--- config.mk ---
export PLATFORM = sky130hd
export DESIGN_NAME = hbus_front
export DESIGN_NICKNAME = d
export VERILOG_FILES = /design/src/rtl/hbus_pkg.sv /design/src/rtl/hbus_sync.sv /design/src/rtl/hbus_strobe_dec.sv /design/src/rtl/hbus_ctrl.sv /design/src/rtl/hbus_irq.sv /design/src/rtl/hbus_front.sv
export SDC_FILE = /design/constraint.sdc
export NUM_CORES = 1
export LEC_CHECK = 0
export ABC_CLOCK_PERIOD_IN_PS = 3670
export BUFFER_PORTS_ARGS = -buffer_cell sky130_fd_sc_hd__buf_2
export CAP_MARGIN = 20
export CORE_MARGIN = 4
export CORE_UTILIZATION = 50
export DETAILED_ROUTE_END_ITERATION = 12
export HOLD_SLACK_MARGIN = 0.05
export PLACE_DENSITY = 0.83
export RECOVER_POWER = 100
export SETUP_SLACK_MARGIN = 0.05
export SLEW_MARGIN = 10
export SYNTH_ARGS = -nofsm -noshare
export SYNTH_HDL_FRONTEND = slang
export SYNTH_SLANG_ARGS = --single-unit
--- constraint.sdc ---
create_clock -name clk -period 3.67 [get_ports clk]
set_clock_uncertainty 0.1 [all_clocks]
set_input_delay 0.734 -clock clk [delete_from_list [all_inputs] [get_ports clk]]
set_output_delay 0.734 -clock clk [all_outputs]
set_load 0.05 [all_outputs]
--- src/rtl/hbus_pkg.sv ---
package hbus_pkg;

    typedef enum logic [1:0] {
        ST_BOOT  = 2'd0,
        ST_IDLE  = 2'd1,
        ST_READ  = 2'd2,
        ST_WRITE = 2'd3
    } bus_state_t;

    localparam int HB_DATA_W = 8;
    localparam int HB_ADDR_W = 4;

endpackage

--- src/rtl/hbus_sync.sv ---
module hbus_sync #(
    parameter int             W       = 1,
    parameter int             STAGES  = 2,
    parameter logic [W-1:0]   RST_VAL = '0
) (
    input  logic         clk,
    input  logic         rst_n,
    input  logic [W-1:0] d,
    output logic [W-1:0] q
);

    logic [STAGES-1:0][W-1:0] stg;

    always_ff @(posedge clk or negedge rst_n) begin
        if (!rst_n) begin
            for (int i = 0; i < STAGES; i++) begin
                stg[i] <= RST_VAL;
            end
        end else begin
            stg[0] <= d;
            for (int i = 1; i < STAGES; i++) begin
                stg[i] <= stg[i-1];
            end
        end
    end

    assign q = stg[STAGES-1];

endmodule

--- src/rtl/hbus_strobe_dec.sv ---
module hbus_strobe_dec (
    input  logic ce_n_s,
    input  logic rd_ds_s,
    input  logic wr_rw_s,
    input  logic sep_s,
    output logic rd_act,
    output logic wr_act
);

    logic sep_rd, sep_wr, cmb_rd, cmb_wr;

    always_comb begin
        // separate active-low strobes, read has priority
        sep_rd = ~rd_ds_s;
        sep_wr = ~wr_rw_s & rd_ds_s;
        // active-high data strobe with direction line
        cmb_rd = rd_ds_s & wr_rw_s;
        cmb_wr = rd_ds_s & ~wr_rw_s;
        if (sep_s) begin
            rd_act = ~ce_n_s & sep_rd;
            wr_act = ~ce_n_s & sep_wr;
        end else begin
            rd_act = ~ce_n_s & cmb_rd;
            wr_act = ~ce_n_s & cmb_wr;
        end
    end

endmodule

--- src/rtl/hbus_ctrl.sv ---
module hbus_ctrl
    import hbus_pkg::*;
#(
    parameter int DATA_W = 8,
    parameter int ADDR_W = 4
) (
    input  logic              clk,
    input  logic              rst_n,
    input  logic              mux_strap_n,
    input  logic              as_s,
    input  logic [ADDR_W-1:0] addr_s,
    input  logic [DATA_W-1:0] data_s,
    input  logic              rd_act,
    input  logic              wr_act,
    input  logic [DATA_W-1:0] rd_data,
    output logic              mux_mode,
    output logic [ADDR_W-1:0] reg_addr,
    output logic [DATA_W-1:0] wr_data,
    output logic              wr_pulse,
    output logic              rd_pulse,
    output logic [DATA_W-1:0] data_out,
    output logic              data_oe
);

    bus_state_t state_q, state_d;

    always_comb begin
        state_d = state_q;
        unique case (state_q)
            ST_BOOT:  state_d = ST_IDLE;
            ST_IDLE: begin
                if (rd_act)      state_d = ST_READ;
                else if (wr_act) state_d = ST_WRITE;
            end
            ST_READ:  if (!rd_act) state_d = ST_IDLE;
            ST_WRITE: if (!wr_act) state_d = ST_IDLE;
        endcase
    end

    always_ff @(posedge clk or negedge rst_n) begin
        if (!rst_n) state_q <= ST_BOOT;
        else        state_q <= state_d;
    end

    always_ff @(posedge clk or negedge rst_n) begin
        if (!rst_n) begin
            mux_mode <= 1'b0;
            reg_addr <= '0;
            wr_data  <= '0;
            wr_pulse <= 1'b0;
            rd_pulse <= 1'b0;
            data_out <= '0;
            data_oe  <= 1'b0;
        end else begin
            rd_pulse <= (state_q == ST_IDLE) && (state_d == ST_READ);
            wr_pulse <= (state_q == ST_WRITE) && (state_d == ST_IDLE);
            data_oe  <= (state_d == ST_READ);
            if (state_q == ST_BOOT) begin
                mux_mode <= ~mux_strap_n;
            end
            if (state_q == ST_IDLE) begin
                if (mux_mode && as_s) begin
                    reg_addr <= data_s[ADDR_W-1:0];
                end else if (!mux_mode && (rd_act || wr_act)) begin
                    reg_addr <= addr_s;
                end
            end
            if (wr_act && (state_q == ST_IDLE || state_q == ST_WRITE) && !rd_act) begin
                wr_data <= data_s;
            end
            if (rd_pulse) begin
                data_out <= rd_data;
            end
        end
    end

endmodule

--- src/rtl/hbus_irq.sv ---
module hbus_irq #(
    parameter int          ADDR_W      = 4,
    parameter logic [ADDR_W-1:0] STATUS_ADDR = 4'hE
) (
    input  logic              clk,
    input  logic              rst_n,
    input  logic              mux_mode,
    input  logic              irq_en,
    input  logic              xfer_done,
    input  logic              rd_pulse,
    input  logic [ADDR_W-1:0] reg_addr,
    output logic              irq_n
);

    logic pending_q;
    logic status_rd;

    assign status_rd = rd_pulse && (reg_addr == STATUS_ADDR);

    always_ff @(posedge clk or negedge rst_n) begin
        if (!rst_n)          pending_q <= 1'b0;
        else if (xfer_done)  pending_q <= 1'b1;
        else if (status_rd)  pending_q <= 1'b0;
    end

    assign irq_n = ~(pending_q & irq_en & ~mux_mode);

endmodule

--- src/rtl/hbus_front.sv ---
module hbus_front
    import hbus_pkg::*;
#(
    parameter int                  DATA_W      = HB_DATA_W,
    parameter int                  ADDR_W      = HB_ADDR_W,
    parameter int                  SYNC_STAGES = 2,
    parameter logic [ADDR_W-1:0]   STATUS_ADDR = 4'hE
) (
    input  logic              clk,
    input  logic              rst_n,
    input  logic              mux_strap_n,
    input  logic              fmt_sep,
    input  logic              ce_n,
    input  logic              as_strb,
    input  logic              rd_ds,
    input  logic              wr_rw,
    input  logic [ADDR_W-1:0] addr_in,
    input  logic [DATA_W-1:0] data_in,
    output logic [DATA_W-1:0] data_out,
    output logic              data_oe,
    output logic [ADDR_W-1:0] reg_addr,
    output logic [DATA_W-1:0] wr_data,
    output logic              wr_pulse,
    output logic              rd_pulse,
    input  logic [DATA_W-1:0] rd_data,
    input  logic              irq_en,
    input  logic              xfer_done,
    output logic              irq_n
);

    localparam int SYNC_W = 5 + ADDR_W + DATA_W;
    localparam logic [SYNC_W-1:0] SYNC_RST = {1'b1, 1'b0, 1'b1, 1'b1, 1'b1,
                                              {ADDR_W{1'b0}}, {DATA_W{1'b0}}};

    logic              ce_n_s, as_s, rd_ds_s, wr_rw_s, sep_s;
    logic [ADDR_W-1:0] addr_s;
    logic [DATA_W-1:0] data_s;
    logic              rd_act, wr_act;
    logic              mux_mode;

    hbus_sync #(
        .W       (SYNC_W),
        .STAGES  (SYNC_STAGES),
        .RST_VAL (SYNC_RST)
    ) sync_i (
        .clk   (clk),
        .rst_n (rst_n),
        .d     ({ce_n, as_strb, rd_ds, wr_rw, fmt_sep, addr_in, data_in}),
        .q     ({ce_n_s, as_s, rd_ds_s, wr_rw_s, sep_s, addr_s, data_s})
    );

    hbus_strobe_dec dec_i (
        .ce_n_s  (ce_n_s),
        .rd_ds_s (rd_ds_s),
        .wr_rw_s (wr_rw_s),
        .sep_s   (sep_s),
        .rd_act  (rd_act),
        .wr_act  (wr_act)
    );

    hbus_ctrl #(
        .DATA_W (DATA_W),
        .ADDR_W (ADDR_W)
    ) ctrl_i (
        .clk         (clk),
        .rst_n       (rst_n),
        .mux_strap_n (mux_strap_n),
        .as_s        (as_s),
        .addr_s      (addr_s),
        .data_s      (data_s),
        .rd_act      (rd_act),
        .wr_act      (wr_act),
        .rd_data     (rd_data),
        .mux_mode    (mux_mode),
        .reg_addr    (reg_addr),
        .wr_data     (wr_data),
        .wr_pulse    (wr_pulse),
        .rd_pulse    (rd_pulse),
        .data_out    (data_out),
        .data_oe     (data_oe)
    );

    hbus_irq #(
        .ADDR_W      (ADDR_W),
        .STATUS_ADDR (STATUS_ADDR)
    ) irq_i (
        .clk       (clk),
        .rst_n     (rst_n),
        .mux_mode  (mux_mode),
        .irq_en    (irq_en),
        .xfer_done (xfer_done),
        .rd_pulse  (rd_pulse),
        .reg_addr  (reg_addr),
        .irq_n     (irq_n)
    );

endmodule

==> qor.yml, run 1 <==
place:
  gp_congestion: 0.8143
  io_buffers: 53
  dp_hpwl_um: 2622
  dp_cells: 224
sta:
  max_freq_mhz: 444.0
  finalHoldViolations: 0
  rsz0062_at_grt: "no"
  min_period_ps: 2252
  slew_viol_final: 0
  hold_ws_ps: 246.1
  timing.setup.tns_ps: 0
  setup_viol: 0
  worst_pin_slew_ps: 1292
  period_share_pct: 61.37
  maxSlewHeadroom_pct: 13.89
drt:
  via_count: 1231
  avgViaCountPerCell: 5.129
  dr.pass1.iters: 6
  drc_errors: 0
  wl_um: 3772
  routedWlPerCell_um: 15.72
  drt_iter0_markers: 61
  ant_nets: 0
synth:
  netlist_area_um2: 2057
  yosysTopAreaCell: "dfrtp_1"
  synth_area_per_cell_um2: 16.86
  synth_seq_area_share_pct: 74.70
  yosysWarnings: 0
  synth_top_cell_area_share_pct: 64.48
  synth_seq_cells: 61
  netlist_top_cells_area: "dfrtp_1 64%, dfstp_2 10%, mux2_4 5.8%"
  synthesis.nets: 152
  synthCells: 122
  synth_cell_types: 25
die:
  die-area_um2: 5204
  io_pins: 54
  core_area_um2: 4000
  start_util_pct: 51.42
  core.rowCount: 23
  fp.dieH_um: 72.14
  dieWidth_um: 72.14
critical_path:
  critPathKind: "register to primary output"
  crit_path_cell_trace: "clkbuf_1"
  critPathLaunchType: "register"
  cp_slowest_cell: "dfrtp_1"
  critPathCaptureType: "primary output"
  critPathMaxStageDelay_ps: 580
  path_max_fanout: 10
  cp_num_buf_inv: 1
  critPathTopFamily: "flip-flops"
  worstPathRequired_ps: 2840
  worst_ep_arrival_time_ps: 1420
min_path:
  worstHoldPathType: "register to register"
cts:
  postCtsSetupRepairBufs: 0
  cts_tree: "yes"
  path_clk_slew_ps: 60
  h-tree-depth: 3
  cts_root_buffer: "clkbuf_8"
  cts_hold_buf: 0
  postCtsResizedCells: 0
  cts_num_sinks: 61
  clk_latency_ps: 330
  cts_buffers: 9
  cts_max_path_buffers: 2
global_route:
  antenna_found_initial: 0
  grt-ovfl-total: 0
  grt_use_met2_pct: 26.39
  met1_usage_pct: 16.48
  grt.busiest_layer: "met2"
  grt_pass1_wl_um: 6175
  grt_max_degree: 58
  grt_pass1_vias: 1381
  grt_use_met3_pct: 6.648
  grt_usage_pct: 16.17
cells_and_area:
  num_antenna_cells: 0
  multiInputGateArea_um2: 454.2
  seq_area_um2: 1536
  nFillCells: 317
  final_core_util_pct: 61.84
  layout.nets: 215
  drive_above_1_share_pct: 32.63
  fin_cells: 240
  syn_to_final_growth_pct: 20.26
power:
  vdd_ir_drop_max_mv: 0.3585
  p_leak_nw: 1.103
  p_per_area_nw_per_um2: 736.8
  power_mw: 1.823
flow_run:
  maxCapViolCount: 0
outcome:
  status: "complete, no violations"
==> state kept, by name, summed over array words and instances, names as in the netlist <==
register and count:
irq_i.pending_q 1, ctrl_i.wr_pulse 1, ctrl_i.mux_mode 1, ctrl_i.reg_addr 4, ctrl_i.data_oe 1, ctrl_i.state_q 2, ctrl_i.rd_pulse 1, sync_i.q 17
sync_i.stg 17, ctrl_i.wr_data 8, ctrl_i.data_out 8
==> power by group <==
group          leakage [nW]  total, mW  internal (mW)  switching, mW
clock network        0.0921      0.514          0.278          0.236
registers             0.704      0.843          0.769         0.0747
logic                 0.307      0.466          0.105          0.360
==> through the flow <==
step	cell area, um^2	worst slack (ps)
after floorplan	2057	1707
after global placement	2376	1687
after detailed placement	2376	1683
after CTS	2554	1574
after global routing	2474	1358
final	2474	1418
==> synth_stat cells <==
master    count
a221o_1       1
nand2_1       1
dfrtp_1      53
nor2_1        9
nand4b_1      1
mux2_2        8
buf_6         1
buf_2         1
nand3b_1      2
nand4_1       1
or2_4         1
o22ai_1       4
and3_4        2
a21oi_1       2
a21o_1        1
o21ai_0       1
dfstp_2       8
and2_1        1
a211oi_2      4
nand2b_1      5
inv_1         1
a311oi_1      4
nand3_1       1
mux2_4        8
nor2b_1       1
==> placed cells by master (no fill, tap or decap), types with 2 or more instances in the layout <==
master | synthesis | layout
dfrtp_1 | 53 | 53
buf_2 | 1 | 28
clkbuf_1 | 0 | 26
clkbuf_8 | 0 | 11
nor2_1 | 9 | 9
mux2_2 | 8 | 8
mux2_1 | 0 | 7
dfstp_2 | 8 | 6
nand2b_1 | 5 | 5
o22ai_1 | 4 | 4
a311oi_1 | 4 | 4
clkinv_2 | 0 | 3
and3_1 | 0 | 2
nand3b_1 | 2 | 2
a21oi_1 | 2 | 2
a211oi_2 | 4 | 2
a211oi_1 | 0 | 2
dfstp_1 | 0 | 2
==> routing by layer <==
layer,up-vias,part of all wire [%]
met5,-,0
met4,0,3.2
met3,19,9.4
met2,66,51
met1,590,36
li1,556,-
==> cell families (layout without fill, tap and decap cells) <==
logic type | after synthesis | in the layout | synth area share, %
and+or+nand+nor | 25 | 25 | 7.178
AOI/OAI and AO/OA | 17 | 17 | 6.934
buffers and inverters | 3 | 71 | 0.9728
DFF | 61 | 61 | 74.70
muxes | 16 | 16 | 10.22
==> layout make-up <==
class	count	area share (%)
multi-input combinational	58	18.36
clock inverter	4	0.9105
sequential	61	62.11
inverter	1	0.1517
tap	50	2.529
timing repair buffer	54	9.661
clock buffer	12	6.272
==> worst paths after layout <==
path	start	slack, ps	endpoint	cells past startpoint
worst max-delay path	ctrl_i.rd_pulse	1420	rd_pulse	1
worst max register to register	sync_i.q[14]	2020	ctrl_i.wr_data[5]	2
min in group asynchronous	rst_n	590	sync_i.stg[8]	1
max in group asynchronous	rst_n	2050	sync_i.stg[13]	2
worst min register to register	sync_i.stg[7]	250	sync_i.q[7]	0
worst min-delay path	sync_i.stg[7]	250	sync_i.q[7]	0
Power figures use the tool's default switching activity.
==> run 2, diff against run 1 <==
--- a/config.mk
+++ b/config.mk
@@ -5,14 +5,15 @@
 export SDC_FILE = /design/constraint.sdc
 export NUM_CORES = 1
 export LEC_CHECK = 0
-export ABC_CLOCK_PERIOD_IN_PS = 3670
+export ABC_AREA = 1
+export ABC_CLOCK_PERIOD_IN_PS = 2200
 export BUFFER_PORTS_ARGS = -buffer_cell sky130_fd_sc_hd__buf_2
 export CAP_MARGIN = 20
 export CORE_MARGIN = 4
 export CORE_UTILIZATION = 50
 export DETAILED_ROUTE_END_ITERATION = 12
 export HOLD_SLACK_MARGIN = 0.05
-export PLACE_DENSITY = 0.83
+export PLACE_DENSITY = 0.84
 export RECOVER_POWER = 100
 export SETUP_SLACK_MARGIN = 0.05
 export SLEW_MARGIN = 10
==> constraint.sdc (replaced) <==
create_clock -name clk -period 2.2 [get_ports clk]
set_clock_uncertainty 0.1 [all_clocks]
set_input_delay 0.44 -clock clk [delete_from_list [all_inputs] [get_ports clk]]
set_output_delay 0.44 -clock clk [all_outputs]
set_load 0.05 [all_outputs]
==> run 2 against run 1 <==
Die area is 2.8% lower. Largest power group unchanged. Via count is 3.1% lower. Wire length is 17% lower. Non-clock buffer count is 1 higher. Critical path depth stayed put. Design area is 2.1% lower. Register-to-register slack worse by 1700 ps.
==> qor.yml, run 2 <==
global_route:
  grt-ovfl-total: 0  # unchanged
  grt_usage_pct: 15.03  # -1.1 points
  grt_pass1_wl_um: 5651  # -8.5%
  antenna_found_initial: 0  # unchanged
  grt_pass1_vias: 1268  # -8.2%
  grt_max_degree: 36  # -38%
sta:
  period_share_pct: 87.66
  setup_viol: 0  # unchanged
  timing.setup.tns_ps: 0  # unchanged
  maxSlewHeadroom_pct: 57.74  # +44 points
  fin_ws_ps: 271.4  # -1146 ps
  finalHoldViolations: 0  # unchanged
  slew_viol_final: 0  # unchanged
  rsz0062_at_grt: "no"
  min_period_ps: 1929
  worst_pin_slew_ps: 636.7  # -655.0 ps
  max_freq_mhz: 518.5
cts:
  path_clk_slew_ps: 60  # about the same
  clk_latency_ps: 320  # about the same
  cts_root_buffer: "clkbuf_8"
  cts_max_path_buffers: 2  # unchanged
  cts_buffers: 9  # unchanged
  postCtsResizedCells: 0  # unchanged
  cts_num_sinks: 61  # unchanged
  h-tree-depth: 3  # unchanged
  cts_tree: "yes"
cells_and_area:
  seq_area_um2: 1536  # unchanged
  fin_cells: 257  # +7.1%
  syn_to_final_growth_pct: 21.53
  final_cell_area_um2: 2422  # -2.1%
  nFillCells: 302  # -4.7%
  drive_above_1_share_pct: 28.71  # -3.9 points
  final_common_cell: "dfrtp_1"
  multiInputGateArea_um2: 365.4  # -20%
  num_antenna_cells: 0  # unchanged
  layout.nets: 235  # +9.3%
  final_cell_mix: "53 x dfrtp_1, 28 x nand2_1, 28 x buf_2"
drt:
  avgViaCountPerCell: 4.642  # -9.5%
  drc_errors: 0  # unchanged
  ant_nets: 0  # unchanged
  dr.pass1.iters: 4  # -2
  routedWlPerCell_um: 12.21  # -22%
  drt_iter0_markers: 50  # -18%
  via_count: 1193  # -3.1%
  wl_um: 3137  # -17%
critical_path:
  critPathLaunchType: "register"
  cp_num_buf_inv: 1  # unchanged
  crit_path_cell_trace: "clkbuf_1"
  cp_slowest_cell: "dfrtp_1"
  path_depth: 1  # unchanged
  worstPathRequired_ps: 1660  # -1180 ps
  r2r_cells: 4  # +2
  critPathKind: "register to primary output"
  critPathTopFamily: "flip-flops"
  critPathCaptureType: "primary output"
  path_max_fanout: 10  # unchanged
  worst_ep_arrival_time_ps: 1390  # -30 ps
  critPathMaxStageDelay_ps: 560  # -20 ps
synth:
  synthXorXnorAreaFrac_pct: 0  # unchanged
  synthesis.nets: 171  # +13%
  synth_seq_cells: 61  # unchanged
  synth_area_per_cell_um2: 14.14  # -16%
  synth-async-reset-ratio_pct: 100.0  # unchanged
  synthAdderAreaFrac_pct: 0  # unchanged
  netlist_top_cells_area: "dfrtp_1 67%, dfstp_2 11%, mux2_2 6.2%"
  yosysWarnings: 0  # unchanged
  synth_seq_area_share_pct: 77.09  # +2.4 points
  synth-edff-count: 0  # unchanged
  synth_most_common_cell: "dfrtp_1"
  synth_top_family_by_area: "simple AND/OR/NAND/NOR gates"
  yosysTopAreaCell: "dfrtp_1"
  yosys-top-cells-count: "53 x dfrtp_1, 27 x nand2_1, 12 x inv_1, 11 x mux2_2"
  synth_compound_area_share_pct: 2.637  # -4.3 points
  synthMuxAreaShare_pct: 6.968  # -3.3 points
  synthSimpleGateAreaFrac_pct: 10.04  # +2.9 points
  synthFlopType: "dfrtp_1"
  synthCells: 141  # +16%
  synth_cell_types: 19  # -24%
  synth_top_cell_area_share_pct: 66.54  # +2.1 points
  netlist_area_um2: 1993  # -3.1%
place:
  placedInstanceArea_um2: 2322  # -2.3%
  dp_cells: 241  # +7.6%
  gp_congestion: 0.7719  # -5.2%
  io_buffers: 53  # unchanged
  dp_hpwl_um: 2317  # -12%
  post-place-ws_ps: 742.5  # -940.7 ps
power:
  power_frac_seq_pct: 47.1  # +0.8 points
  intPower_mw: 1.869  # +62%
  p_per_area_nw_per_um2: 1204  # +63%
  p_leak_nw: 1.195  # +8.3%
  swShare_pct: 35.96  # -0.84 points
  switchingPower_mw: 1.049  # +56%
  clock_power_share_pct: 27.2  # -1.0 points
  combPwrFrac_pct: 25.7  # +0.2 points
  vdd_ir_drop_max_mv: 0.5926  # +65%
die:
  core.rowCount: 22  # -4.3%
  fp.dieH_um: 71.14  # -1.4%
  core_area_um2: 3744  # -6.4%
  die-area_um2: 5060  # -2.8%
  io_pins: 54  # unchanged
  dieWidth_um: 71.14  # -1.4%
  start_util_pct: 53.24  # +1.8 points
outcome:
  status: "complete, no violations"
min_path:
  worstHoldPathType: "input pin to register"
  holdPathStages: 1  # +1
flow_run:
  maxCapViolCount: 0  # unchanged
==> run 2: changes by cell type after synthesis, moves of 6 or more <==
| cell | previous run | this run |
|---|---|---|
| nand2_1 | 1 | 27 |
| nand3_1 | 1 | 7 |
| inv_1 | 1 | 12 |
| o21ai_0 | 1 | 8 |
| mux2_4 | 8 | 1 |
| nor2_1 | 9 | 3 |
==> run 2: power by group through the flow <==
stage | registers, mW | logic (mW) | clock network (mW)
3_3_place_gp | 1.38 | 0.791 | 0
5_1_grt | 1.40 | 0.800 | 0.882
4_1_cts | 1.37 | 0.806 | 0.822
6_report | 1.38 | 0.748 | 0.794
2_1_floorplan | 1.79 | 0.177 | 0
3_5_place_dp | 1.39 | 0.803 | 0
==> run 2: stage by stage <==
step                      hold WS [ps]  power (mW)  util, %
after floorplan                  44.41       1.967        -
after global placement           231.7       2.175    62.03
after detailed placement         234.7       2.195    62.03
after CTS                        94.03       3.002    66.54
after global routing             90.21       3.081    64.71
final                            116.1       2.918    64.71
==> run 2: worst paths after layout <==
kind                                  from           endpoint  slack [ps]
hold / removal                       wr_rw     sync_i.stg[13]         120
min in group asynchronous            rst_n      sync_i.stg[3]         570
setup reg to reg              sync_i.q[14]  ctrl_i.wr_data[6]         370
setup / recovery           ctrl_i.rd_pulse           rd_pulse         270
hold reg to reg              sync_i.stg[6]        sync_i.q[6]         250
max in group asynchronous            rst_n  ctrl_i.wr_data[0]         490
==> run 2: repair_timing <==
| action | in CTS | in global routing |
|---|---|---|
| endpoints found under the hold margin | 18 | 0 |
| hold buffers | 1 | 0 |
| setup buffers | 0 | 0 |
==> run 2: cell families after synthesis <==
logic type	Yosys count
AO/OA/AOI/OAI	10
buffers and inverters	15
flip-flops	61
multiplexers	12
AND/OR/NAND/NOR	43
==> run 2: cell type report <==
type / instances / share of cell area [%]
Timing Repair Buffer: 55 / 10.43
Clock inverter: 2 / 0.4132
Clock buffer: 13 / 6.147
Multi-Input combinational cell: 65 / 15.08
Tap cell: 48 / 2.479
Inverter: 13 / 2.014
Sequential cell: 61 / 63.43
==> run 2: metal layers <==
metal / track usage, % / vias up / share of wire [%]
li1: - / 578 / -
met1: 16.71 / 567 / 40
met2: 24.30 / 42 / 51
met3: 4.830 / 6 / 7.6
met4: 10.65 / 0 / 2.2
met5: 0 / - / 0
==> run 3, diff against run 2 <==
--- a/config.mk
+++ b/config.mk
@@ -12,9 +12,10 @@
 export CORE_MARGIN = 4
 export CORE_UTILIZATION = 50
 export DETAILED_ROUTE_END_ITERATION = 12
-export HOLD_SLACK_MARGIN = 0.05
+export HOLD_SLACK_MARGIN = 0.12
 export PLACE_DENSITY = 0.84
-export RECOVER_POWER = 100
+export RECOVER_POWER = 50
+export REMOVE_ABC_BUFFERS = 1
 export SETUP_SLACK_MARGIN = 0.05
 export SLEW_MARGIN = 10
 export SYNTH_ARGS = -nofsm -noshare
==> run 3 against run 2 <==
Sequential power barely moved. Die area did not move. First-iteration DRC count rose by 36%. Register-to-register slack improved by 390 ps. Clock-buffer cell count fell by 2. Worst setup slack improved by 160 ps.
==> qor.yml, run 3 (synthesis gave the netlist of run 2 again) <==
outcome:
  status: "complete, no violations"
drt:
  dr.pass1.iters: 4  # unchanged
  wl_um: 3371  # +7.5%
  drc_errors: 0  # unchanged
  ant_nets: 0  # unchanged
  via_count: 1257  # +5.4%
  routedWlPerCell_um: 12.26  # +0.43%
  drt_iter0_markers: 68  # +36%
  avgViaCountPerCell: 4.571  # -1.5%
critical_path:
  worst_ep_arrival_time_ps: 1220  # -170 ps
  path_max_fanout: 10  # unchanged
  cp_num_buf_inv: 1  # unchanged
  critPathKind: "register to primary output"
  critPathTopFamily: "flip-flops"
  worstPathRequired_ps: 1660  # about the same
  critPathCaptureType: "primary output"
  crit_path_cell_trace: "buf_2"
  critPathLaunchType: "register"
  critPathMaxStageDelay_ps: 560  # about the same
  cp_slowest_cell: "dfrtp_1"
power:
  vdd_ir_drop_max_mv: 0.7034  # +19%
  power_frac_seq_pct: 45.8  # -1.3 points
  intPower_mw: 1.929  # +3.2%
  p_per_area_nw_per_um2: 1130  # -6.2%
  switchingPower_mw: 1.074  # +2.4%
  clock_power_share_pct: 27.1  # about the same
  combPwrFrac_pct: 27.1  # +1.4 points
  swShare_pct: 35.76  # -0.19 points
  p_leak_nw: 1.356  # +13%
cts:
  cts_buffers: 9  # unchanged
  clk_latency_ps: 320  # about the same
  postCtsSetupRepairBufs: 0  # unchanged
  cts_max_path_buffers: 2  # unchanged
  cts_tree: "yes"
  postCtsResizedCells: 0  # unchanged
  cts_root_buffer: "clkbuf_8"
  cts_num_sinks: 61  # unchanged
  path_clk_slew_ps: 60  # about the same
  h-tree-depth: 3  # unchanged
sta:
  min_period_ps: 1764  # -164.6 ps
  rsz0062_at_grt: "no"
  timing.setup.tns_ps: 0  # unchanged
  max_freq_mhz: 566.9  # +9.3%
  maxSlewHeadroom_pct: 49.93  # -7.8 points
  setup_viol: 0  # unchanged
  worst_pin_slew_ps: 751.0  # +114.4 ps
  period_share_pct: 80.18  # -7.5 points
  slew_viol_final: 0  # unchanged
  finalHoldViolations: 0  # unchanged
cells_and_area:
  final_core_util_pct: 71.02  # +6.3 points
  nFillCells: 289  # -4.3%
  final_cell_mix: "53 x dfrtp_1, 53 x buf_2, 27 x nand2_1"
  num_antenna_cells: 0  # unchanged
  syn_to_final_growth_pct: 33.40
  drive_above_1_share_pct: 40.97  # +12 points
  layout.nets: 252  # +7.2%
die:
  dieWidth_um: 71.14  # unchanged
  io_pins: 54  # unchanged
  core.rowCount: 22  # unchanged
  core_area_um2: 3744  # unchanged
  fp.dieH_um: 71.14  # unchanged
  start_util_pct: 53.24  # unchanged
  die-area_um2: 5060  # unchanged
global_route:
  grt_max_degree: 62  # +72%
  grt.busiest_layer: "met2"
  grt_usage_pct: 15.64  # +0.61 points
  grt_pass1_vias: 1293  # +2.0%
  met1_usage_pct: 18.48  # +1.8 points
  grt_pass1_wl_um: 5851  # +3.5%
  grt_use_met2_pct: 24.41  # +0.10 points
  grt_use_met3_pct: 5.398  # +0.57 points
  grt-ovfl-total: 0  # unchanged
  antenna_found_initial: 0  # unchanged
place:
  dp_hpwl_um: 2273  # -1.9%
  io_buffers: 53  # unchanged
  gp_congestion: 0.7681  # -0.49%
flow_run:
  maxCapViolCount: 0  # unchanged
min_path:
  worstHoldPathType: "input pin to register"
run 3: worst paths after layout:
path,to,slack [ps],cells after the start,from
worst max-delay path,rd_pulse,440,1,ctrl_i.rd_pulse
worst min-delay path,ctrl_i.mux_mode,200,2,mux_strap_n
worst max register to register,ctrl_i.reg_addr[3],760,9,sync_i.q[13]
worst min register to register,sync_i.q[8],250,0,sync_i.stg[8]
max in group asynchronous,sync_i.stg[10],770,3,rst_n
min in group asynchronous,ctrl_i.data_out[2],740,3,rst_n
run 3: timing repair:
action                                  in CTS  in global routing
hold buffers                                18                  0
endpoints found under the setup margin       0                  0
endpoints found under the hold margin       70                  0
run 3: routing by layer:
metal	wire length (um)	part of all wire [%]	vias up
met3	315	9.3	5
met2	1629	48	54
met5	0	0	-
met1	1363	40	584
met4	62	1.8	0
li1	-	-	614
run 3: cell type report:
cell class	count	area [um^2]	share of cell area [%]
clock buffer	11	141.4	5.318
clock inverter	5	27.53	1.035
inverter	13	48.80	1.835
multi-input combinational	65	391.6	14.73
sequential	61	1536	57.79
tap	48	60.06	2.259
timing repair buffer	72	452.9	17.04
run 3: through the flow:
stage	instances	area, um^2	power, mW	setup WS [ps]	hold slack [ps]
detailed placement	241	2322	2.194	769.5	234.7
finish	275	2659	3.003	436.0	199.1
floorplan	139	1977	1.964	816.2	44.41
CTS	275	2671	3.045	405.1	181.1
global placement	241	2322	2.172	783.6	231.5
global route	275	2659	3.157	364.2	202.2
run 3: power groups by stage:
stage	registers (mW)	logic (mW)	clock network [mW]
6_report	1.38	0.813	0.815
2_1_floorplan	1.79	0.171	0
3_5_place_dp	1.40	0.797	0
3_3_place_gp	1.39	0.786	0
5_1_grt	1.40	0.863	0.898
4_1_cts	1.38	0.823	0.846
